**config.mk**
```make
export PLATFORM = sky130hd
export DESIGN_NAME = kms_top
export DESIGN_NICKNAME = d
export VERILOG_FILES = /design/src/rtl/kms_pkg.sv /design/src/rtl/kms_scan_timer.sv /design/src/rtl/kms_key_debounce.sv /design/src/rtl/kms_fifo.sv /design/src/rtl/kms_sensor_ram.sv /design/src/rtl/kms_top.sv
export SDC_FILE = /design/constraint.sdc
export NUM_CORES = 1
export LEC_CHECK = 0
export ABC_AREA = 1
export BUFFER_PORTS_ARGS = -buffer_cell sky130_fd_sc_hd__buf_2
export CORE_MARGIN = 1.5
export CORE_UTILIZATION = 55
export DETAILED_ROUTE_END_ITERATION = 6
export GPL_ROUTABILITY_DRIVEN = 0
export PLACE_DENSITY = 0.71
export SLEW_MARGIN = 10
export SYNTH_ARGS = -nofsm -noshare
export SYNTH_HDL_FRONTEND = slang
export SYNTH_SLANG_ARGS = --single-unit
export TNS_END_PERCENT = 100
```
**constraint.sdc**
```tcl
create_clock -name clk -period 2.47 [get_ports clk]
set_input_delay 0.3705 -clock clk [delete_from_list [all_inputs] [get_ports clk]]
set_output_delay 0.3705 -clock clk [all_outputs]
set_load 0.02 [all_outputs]
```
**src/rtl/kms_pkg.sv**
```systemverilog
package kms_pkg;
  localparam int ROW_W = 3;
  localparam int COL_W = 3;

  typedef enum logic [1:0] {
    KS_IDLE = 2'd0,
    KS_PEND = 2'd1,
    KS_HELD = 2'd2
  } key_state_t;

  typedef struct packed {
    logic             ctrl;
    logic             shift;
    logic [ROW_W-1:0] row;
    logic [COL_W-1:0] col;
  } key_code_t;
endpackage

```
**src/rtl/kms_scan_timer.sv**
```systemverilog
module kms_scan_timer #(
  parameter int ROWS     = 8,
  parameter int SCAN_DIV = 4,
  localparam int ROW_W   = $clog2(ROWS),
  localparam int DIV_W   = (SCAN_DIV > 1) ? $clog2(SCAN_DIV) : 1
) (
  input  logic             clk,
  input  logic             rst,
  output logic [ROW_W-1:0] row,
  output logic             sample
);
  logic [DIV_W-1:0] div_cnt;

  assign sample = (div_cnt == DIV_W'(SCAN_DIV - 1));

  always_ff @(posedge clk) begin
    if (rst) begin
      div_cnt <= '0;
      row     <= '0;
    end else if (sample) begin
      div_cnt <= '0;
      row     <= (row == ROW_W'(ROWS - 1)) ? '0 : row + 1'b1;
    end else begin
      div_cnt <= div_cnt + 1'b1;
    end
  end
endmodule

```
**src/rtl/kms_key_debounce.sv**
```systemverilog
module kms_key_debounce
  import kms_pkg::*;
#(
  parameter int COLS   = 8,
  localparam int CW    = $clog2(COLS)
) (
  input  logic             clk,
  input  logic             rst,
  input  logic             enable,
  input  logic             sample,
  input  logic [ROW_W-1:0] row,
  input  logic [COLS-1:0]  ret,
  input  logic             shift_key,
  input  logic             ctrl_key,
  output logic             push,
  output key_code_t        code
);
  key_state_t       state;
  logic [ROW_W-1:0] cand_row;
  logic [CW-1:0]    cand_col;
  logic [CW-1:0]    low_col;
  logic             on_cand;

  always_comb begin
    low_col = '0;
    for (int i = COLS - 1; i >= 0; i--) begin
      if (ret[i]) low_col = CW'(i);
    end
  end

  assign on_cand = sample && enable && (row == cand_row);
  assign push    = on_cand && (state == KS_PEND) && ret[cand_col];
  assign code    = '{ctrl: ctrl_key, shift: shift_key, row: cand_row, col: cand_col};

  always_ff @(posedge clk) begin
    if (rst || !enable) begin
      state    <= KS_IDLE;
      cand_row <= '0;
      cand_col <= '0;
    end else if (sample) begin
      unique case (state)
        KS_IDLE: if (|ret) begin
          cand_row <= row;
          cand_col <= low_col;
          state    <= KS_PEND;
        end
        KS_PEND: if (row == cand_row) state <= ret[cand_col] ? KS_HELD : KS_IDLE;
        KS_HELD: if (row == cand_row && !ret[cand_col]) state <= KS_IDLE;
        default: state <= KS_IDLE;
      endcase
    end
  end
endmodule

```
**src/rtl/kms_fifo.sv**
```systemverilog
module kms_fifo #(
  parameter int WIDTH = 8,
  parameter int DEPTH = 8,
  localparam int AW   = $clog2(DEPTH)
) (
  input  logic             clk,
  input  logic             rst,
  input  logic             push,
  input  logic [WIDTH-1:0] wdata,
  input  logic             pop,
  output logic [WIDTH-1:0] head,
  output logic             empty,
  output logic             full
);
  logic [WIDTH-1:0] mem [DEPTH];
  logic [AW:0]      wptr, rptr;

  assign empty = (wptr == rptr);
  assign full  = (wptr[AW] != rptr[AW]) && (wptr[AW-1:0] == rptr[AW-1:0]);
  assign head  = mem[rptr[AW-1:0]];

  always_ff @(posedge clk) begin
    if (push && !full) mem[wptr[AW-1:0]] <= wdata;
  end

  always_ff @(posedge clk) begin
    if (rst) begin
      wptr <= '0;
      rptr <= '0;
    end else begin
      if (push && !full) wptr <= wptr + 1'b1;
      if (pop && !empty) rptr <= rptr + 1'b1;
    end
  end
endmodule

```
**src/rtl/kms_sensor_ram.sv**
```systemverilog
module kms_sensor_ram #(
  parameter int ROWS  = 8,
  parameter int COLS  = 8,
  localparam int RW   = $clog2(ROWS)
) (
  input  logic            clk,
  input  logic            rst,
  input  logic            enable,
  input  logic            sample,
  input  logic [RW-1:0]   row,
  input  logic [COLS-1:0] ret,
  input  logic [RW-1:0]   rd_addr,
  output logic [COLS-1:0] rd_word,
  output logic            changed
);
  logic [COLS-1:0] mem [ROWS];

  assign changed = enable && sample && (mem[row] != ret);
  assign rd_word = mem[rd_addr];

  always_ff @(posedge clk) begin
    if (rst) begin
      for (int r = 0; r < ROWS; r++) mem[r] <= '0;
    end else if (changed) begin
      mem[row] <= ret;
    end
  end
endmodule

```
**src/rtl/kms_top.sv**
```systemverilog
module kms_top
  import kms_pkg::*;
#(
  parameter int SCAN_DIV   = 4,
  parameter int FIFO_DEPTH = 8,
  localparam int ROWS      = 1 << ROW_W,
  localparam int COLS      = 1 << COL_W,
  localparam int CODE_W    = $bits(key_code_t)
) (
  input  logic              clk,
  input  logic              rst,
  input  logic              mode_sensor,
  input  logic [COLS-1:0]   ret_lines,
  input  logic              shift_key,
  input  logic              ctrl_key,
  output logic [ROW_W-1:0]  scan_row,
  input  logic              rd_en,
  input  logic [ROW_W-1:0]  rd_addr,
  output logic [CODE_W-1:0] rd_data,
  output logic              fifo_empty,
  output logic              fifo_full,
  output logic              overrun,
  output logic              irq
);
  logic            sample;
  logic            key_push;
  key_code_t       key_code;
  logic [CODE_W-1:0] fifo_head;
  logic [COLS-1:0] sens_word;
  logic            sens_changed;
  logic            sens_flag;
  logic            kbd_pop;

  kms_scan_timer #(.ROWS(ROWS), .SCAN_DIV(SCAN_DIV)) u_timer (
    .clk(clk), .rst(rst), .row(scan_row), .sample(sample)
  );

  kms_key_debounce #(.COLS(COLS)) u_deb (
    .clk(clk), .rst(rst), .enable(!mode_sensor), .sample(sample),
    .row(scan_row), .ret(ret_lines), .shift_key(shift_key),
    .ctrl_key(ctrl_key), .push(key_push), .code(key_code)
  );

  assign kbd_pop = rd_en && !mode_sensor;

  kms_fifo #(.WIDTH(CODE_W), .DEPTH(FIFO_DEPTH)) u_fifo (
    .clk(clk), .rst(rst), .push(key_push), .wdata(key_code),
    .pop(kbd_pop), .head(fifo_head), .empty(fifo_empty), .full(fifo_full)
  );

  kms_sensor_ram #(.ROWS(ROWS), .COLS(COLS)) u_sens (
    .clk(clk), .rst(rst), .enable(mode_sensor), .sample(sample),
    .row(scan_row), .ret(ret_lines), .rd_addr(rd_addr),
    .rd_word(sens_word), .changed(sens_changed)
  );

  always_ff @(posedge clk) begin
    if (rst) begin
      rd_data   <= '0;
      overrun   <= 1'b0;
      sens_flag <= 1'b0;
    end else begin
      if (key_push && fifo_full) overrun <= 1'b1;
      if (sens_changed)          sens_flag <= 1'b1;
      else if (rd_en && mode_sensor) sens_flag <= 1'b0;
      if (rd_en) begin
        if (mode_sensor)      rd_data <= CODE_W'(sens_word);
        else if (!fifo_empty) rd_data <= fifo_head;
      end
    end
  end

  assign irq = mode_sensor ? sens_flag : !fifo_empty;
endmodule

```
# Word level (Yosys, flattened, before mapping)
# Memory sizes are Yosys's and may differ from the RTL's. A register that Yosys moved wholly into a read port is not among the register bits.
# Index checks and enable logic that the tools add are counted.
op_classes:
  n_addsub: 4
  n_lt_le_gt_ge: 1
  eq_ne: 13
  mux: 35
  reduce_logical: 26
ops:
  columns: ["op", "n"]
  rows:
  - ["3-bit two-way mux", 14]
  - ["8-bit two-way mux", 3]
  - ["8-bit OR reduction", 2]
  - ["1-bit logical AND", 13]
  - ["1-bit two-way mux", 12]
  - ["4-bit by 1-bit adder with 4-bit output (second input constant)", 2]
  - ["2-bit two-way mux", 4]
  - ["8-bit inequality test", 1]
  - ["3-bit == test", 2]
  - ["2-bit by 1-bit inequality test with 1-bit output (second input constant)", 3]
  - ["2-bit one-hot mux with 3 select lines", 1]
  - ["2-bit == test (second input constant)", 2]
  - ["4-bit == test", 1]
  - ["1-bit logical NOT", 4]
  - ["3-bit by 4-bit less-than comparator with 1-bit output (second input constant)", 1]
  - ["4-bit AND reduction", 1]
  - ["3-bit by 1-bit adder with 3-bit output (second input constant)", 1]
  - ["1-bit binary-select mux with 3-bit select", 1]
  - ["3-bit == test (second input constant)", 1]
  - ["3-bit AND reduction", 1]
  - ["2-bit by 1-bit adder with 2-bit output (second input constant)", 1]
  - ["2-bit by 1-bit == test with 1-bit output (second input constant)", 1]
  - ["2-bit logical NOT", 1]
  - ["2-bit inequality test (second input constant)", 1]
  - ["5 further kinds", 5]
totals:
  ff_bits: 31
  ramBits: 128
  inputBits: 17
  out_inout_bits: 15
  word_cells: 91
  n_memories: 2
mem_list:
  columns: ["memory", "words", "width", "read_ports", "rd_ports_with_merged_regs", "wr", "line_no", "rtl"]
  rows:
  - ["u_fifo.mem", 8, 8, 1, 1, 1, "kms_fifo.sv:15", "logic [WIDTH-1:0] mem [DEPTH];"]
  - ["u_sens.mem", 8, 8, 2, 1, 8, "kms_sensor_ram.sv:16", "logic [COLS-1:0] mem [ROWS];"]

# Depth between registers and ports, before layout
depth:
  ltp_word: 8
  ltp_mapped: 15
  ltp_nobuf: 14

# Modules after synthesis
# Synthesis repeated with hierarchy kept, for this count alone.
hier_totals:
  hier_cells: 994
  area_unflattened_um2: 8406.8
modules_own_cells:
  columns: ["module", "instances", "cells_each", "area_each_um2", "seq_area_each_um2"]
  rows:
  - ["kms_sensor_ram", 1, 477, 3887.5, 1921.8]
  - ["kms_fifo", 1, 302, 3138.0, 2142.1]
  - ["kms_key_debounce", 1, 97, 613.1, 160.2]
  - ["kms_top", 1, 89, 545.5, 200.2]
  - ["kms_scan_timer", 1, 29, 222.7, 100.1]

# Worst setup path before layout
# Ideal clock, no wire load.
synth_path:
  path_kind: "register to register"
  from: "reg u_timer.row[0]"
  to: "mem u_fifo.mem[0][0] (enable)"
  t_arrival_ps: 1804
  required_ps: 2100
  path_slack_ps: 295
  path_stages_with_launch: 9
  synth_period_minus_slack_ps: 2175
  cell_sequence: "dfxtp_1 > clkbuf_1 > xnor2_1 > nand3_1 > nor3_1 > nand2_1 > nor2_1 > nand2_1 > nor2_1"
synth_between:
  elab_chain_len: 7
synth_lines:
  columns: ["element", "line_no", "rtl"]
  rows:
  - ["start: declaration", "kms_scan_timer.sv:9", "output logic [ROW_W-1:0] row,"]
  - ["start signal: assignment", "kms_scan_timer.sv:22", "row <= (row == ROW_W'(ROWS - 1)) ? '0 : row + 1'b1;"]
  - ["3-bit == test", "kms_key_debounce.sv:31", "assign on_cand = sample && enable && (row == cand_row);"]
  - ["1-bit logical AND", "kms_key_debounce.sv:31", null]
  - ["1-bit logical AND (2 in a row)", "kms_key_debounce.sv:32", "assign push = on_cand && (state == KS_PEND) && ret[cand_col];"]
  - ["1-bit logical AND", "kms_fifo.sv:23", "if (push && !full) mem[wptr[AW-1:0]] <= wdata;"]
  - ["1-bit two-way mux", "kms_fifo.sv:23", null]
  - ["1-bit two-way mux (implied by the code)", "kms_fifo.sv:23", null]
  - ["end: declaration", "kms_fifo.sv:15", null]
# No other way between the ends.

==> run_results.csv <==
group,metric,value,unit
run_status,outcome,"completed",
critical_path,end_kind,"flip-flop",
critical_path,crit_end,"u_sens.mem[7][1]$_SDFFCE_PN0P_",
finish,synthToLayoutAreaGrowth,12.74,%
floorplan,core_area,14040,um2
floorplan,initial_utilization,0.5680,
finish,fillers,1105,
placed_design,pre_cts_slack,0.07448,ns
timing,setup_violations,0,
timing,whs,0.2091,ns
logic_synthesis,postSynthCellCount,874,
critical_path,start_kind,"flip-flop",
timing,worstMarginPinSlew,0.8142,ns
finish,diodes,0,
timing,post-route-period-util,0.9189,
clocking,cts_root_buf,"clkbuf_16",
timing,drv_slew,0,
grt,grt_pass1_wl,31230,um
critical_path,timing.rr.end,"u_sens.mem[7][1]$_SDFFCE_PN0P_",
detailed_routing,drt_iter0_markers,874,
power_and_ir_drop,vdd_drop_max,0.0004950,V
power_and_ir_drop,power_density,692.5,nW/um2
finish,drive_above_1_share,0.1284,
logic_synthesis,synth_cell_type_count,39,
clocking,cts.sinks,165,
critical_path,rrSetupSlack,0.20,ns
floorplan,die_area,15230,um2
grt,grt_pass1_vias,5820,
clocking,cts_max_path_buffers,2,
critical_path,cp.required,2.58,ns
detailed_routing,num_vias,6500,
finish,utilization,0.6404,
floorplan,fp-row-count,43,
hold_path,hold_class,"in -> reg",
logic_synthesis,syn_area,7976,um2
logic_synthesis,yosysSeqAreaShare,0.5747,
critical_path,cp_data_arrival_time,2.38,ns
finish,num-nets-final,936,
power_and_ir_drop,p_leak,3.504,nW
logic_synthesis,async_flop_share,0,
timing,skew,0.009793,ns
floorplan,die_x,123.4,um
placed_design,dp_hpwl,14160,um
detailed_routing,vias_per_cell,5.872,
floorplan,pin_count,32,
logic_synthesis,synth_top_area_frac,0.4819,
detailed_routing,wl_per_cell,18.50,um
logic_synthesis,synth.ff_latch_count,165,
critical_path,crit_fanout,37,
logic_synthesis,ys_dominant_reg_cell,"edfxtp_1",
grt,grt_start_max_net_pins,38,
detailed_routing,firstDrtPassIters,6,
clocking,clock_latency,0.43,ns
clocking,path_clk_slew,0.06,ns
logic_synthesis,yosys.area.top_type,"edfxtp_1",
logic_synthesis,syn-num-nets,896,
floorplan,die_h,123.4,um
detailed_routing,drc,0,
detailed_routing,ant_nets,0,
timing,worst_slack,0.2002,ns
logic_synthesis,synth_warnings,0,
timing,hold_viol,0,
logic_synthesis,syn_area_per_cell,9.126,um2
clocking,cts_buffers,17,
clocking,cts_tree,"built",
grt,grt_usage,0.2818,
timing,max-slew-margin-rel,0.4565,
logic_synthesis,synth_edf_count,128,
timing,final.setup.tns,0,ns
clocking,htree_levels,4,
placed_design,place.port_buffers,31,
timing,rsz0062_at_grt,"false",
critical_path,critical_path_class,"reg -> reg",
flow_run,max_cap_violations,0,
detailed_routing,drt_wl_total,20480,um
critical_path,rr_worst_depth,13,
logic_synthesis,synthTopCellsByArea,"edfxtp_1 (48%), dfxtp_1 (9.3%), nor2_1 (7.6%)",
timing,period_needed,2.270,ns
grt,antenna_found_initial,0,
timing,fmax,440.6,MHz
grt,overflow,0,
flip-flops by register name, summed over array words and instances (netlist names), named ones only:
signal,cells
u_fifo.mem,64
u_sens.mem,64
rd_data,8
u_fifo.rptr,4
u_fifo.wptr,4
u_deb.cand_col,3
u_deb.cand_row,3
u_timer.row,3
u_deb.state,2
u_timer.div_cnt,2
overrun,1
sens_flag,1
cells by family after synthesis:
group                    synth area share
AND/OR/NAND/NOR                    0.2191
AO/OA/AOI/OAI                      0.1238
flip-flops                         0.5747
buffers and inverters             0.06462
XOR/XNOR                         0.009882
adder cells (fa/ha/maj)          0.007843
layout by cell type, fill, tap and decap left out, drive strengths merged, types with 16 or more instances in the layout:
master / Yosys / routed
nor2: 164 / 164
nand2: 145 / 145
edfxtp: 128 / 128
o21ai: 98 / 98
nand3: 74 / 74
inv: 67 / 72
buf: 20 / 65
dfxtp: 37 / 37
a21oi: 36 / 36
clkbuf: 24 / 19
o211ai: 17 / 17
nor3: 16 / 16
critical path, stage by stage, from the launching register on:
cell	delay, ns
dfxtp_1	0.35
buf_12	0.21
inv_8	0.10
nand2_1	0.09
nand3_1	0.08
nand3_1	0.17
nand3_1	0.09
nand2_1	0.07
inv_1	0.03
nand2_1	0.06
nor2_2	0.05
nand2_4	0.20
nand3_4	0.19
nand2_2	0.24
stage by stage:
step,total power [W],instances,area [um2]
floorplan,0.003489,874,7976
global placement,0.003646,1075,8392
detailed placement,0.003655,1075,8392
CTS,0.006220,1107,8971
global route,0.006395,1107,8992
finish,0.006227,1107,8992
layout make-up:
cell class	count	area, um2	area share
Timing Repair Buffer	65	422.9	0.04703
Sequential cell	165	4586	0.5099
Clock inverter	13	146.4	0.01628
Tap cell	180	225.2	0.02505
Clock buffer	19	432.9	0.04814
Multi-Input combinational cell	593	2902	0.3227
Inverter	72	277.8	0.03089
power by group:
part	switching (W)	internal, W
sequential	0.0000521	0.00304
clock	0.00111	0.00150
combinational	0.000363	0.000163
total	0.00152	0.00471
layer usage:
metal / part of all wire / track usage / vias up
met1: 0.44 / 0.4142 / 3010
met2: 0.42 / 0.4038 / 363
li1: - / - / 3074
met3: 0.11 / 0.06596 / 53
met4: 0.033 / 0.1106 / 0
met5: 0 / 0 / -
timing repair:
item                       in CTS  in global routing
setup buffers                   0                  0
hold buffers                    0                  0
setup endpoints to repair       0                 65
gates resized for setup         0                  9
synthesized netlist by cell type (2+ instances only):
cell type  number
o221ai_1        5
o22ai_1         3
o21a_1          3
xor2_1          4
xnor2_1         5
nand2_1       142
nand2_2         2
o211ai_1       17
dfxtp_1        37
a21oi_1        36
nor3_1         16
a211oi_1        3
nor2_1        162
nand3_1        66
edfxtp_1      128
ha_1            5
buf_2           9
buf_6           6
clkbuf_1       23
inv_1          65
clkinv_1        5
buf_1           3
nor2_2          2
a31oi_1         9
nand3_4         8
o21ai_0        96
o21ai_1         2
how the worst min path moves through the flow:
stage / startpoint / to / slack, ns / depth (start not counted)
detailed placement: u_timer.div_cnt[0]$_SDFF_PP0_ / u_timer.div_cnt[0]$_SDFF_PP0_ / 0.42 / 1
CTS: shift_key / u_fifo.mem[4][6]$_DFFE_PP_ / 0.20 / 1
floorplan: u_timer.div_cnt[0]$_SDFF_PP0_ / u_timer.div_cnt[0]$_SDFF_PP0_ / 0.40 / 1
global route: shift_key / u_fifo.mem[4][6]$_DFFE_PP_ / 0.22 / 1
finish: ctrl_key / u_fifo.mem[0][7]$_DFFE_PP_ / 0.21 / 1
global placement: u_timer.div_cnt[0]$_SDFF_PP0_ / u_timer.div_cnt[0]$_SDFF_PP0_ / 0.41 / 1
(Power assumes the default switching activity.)
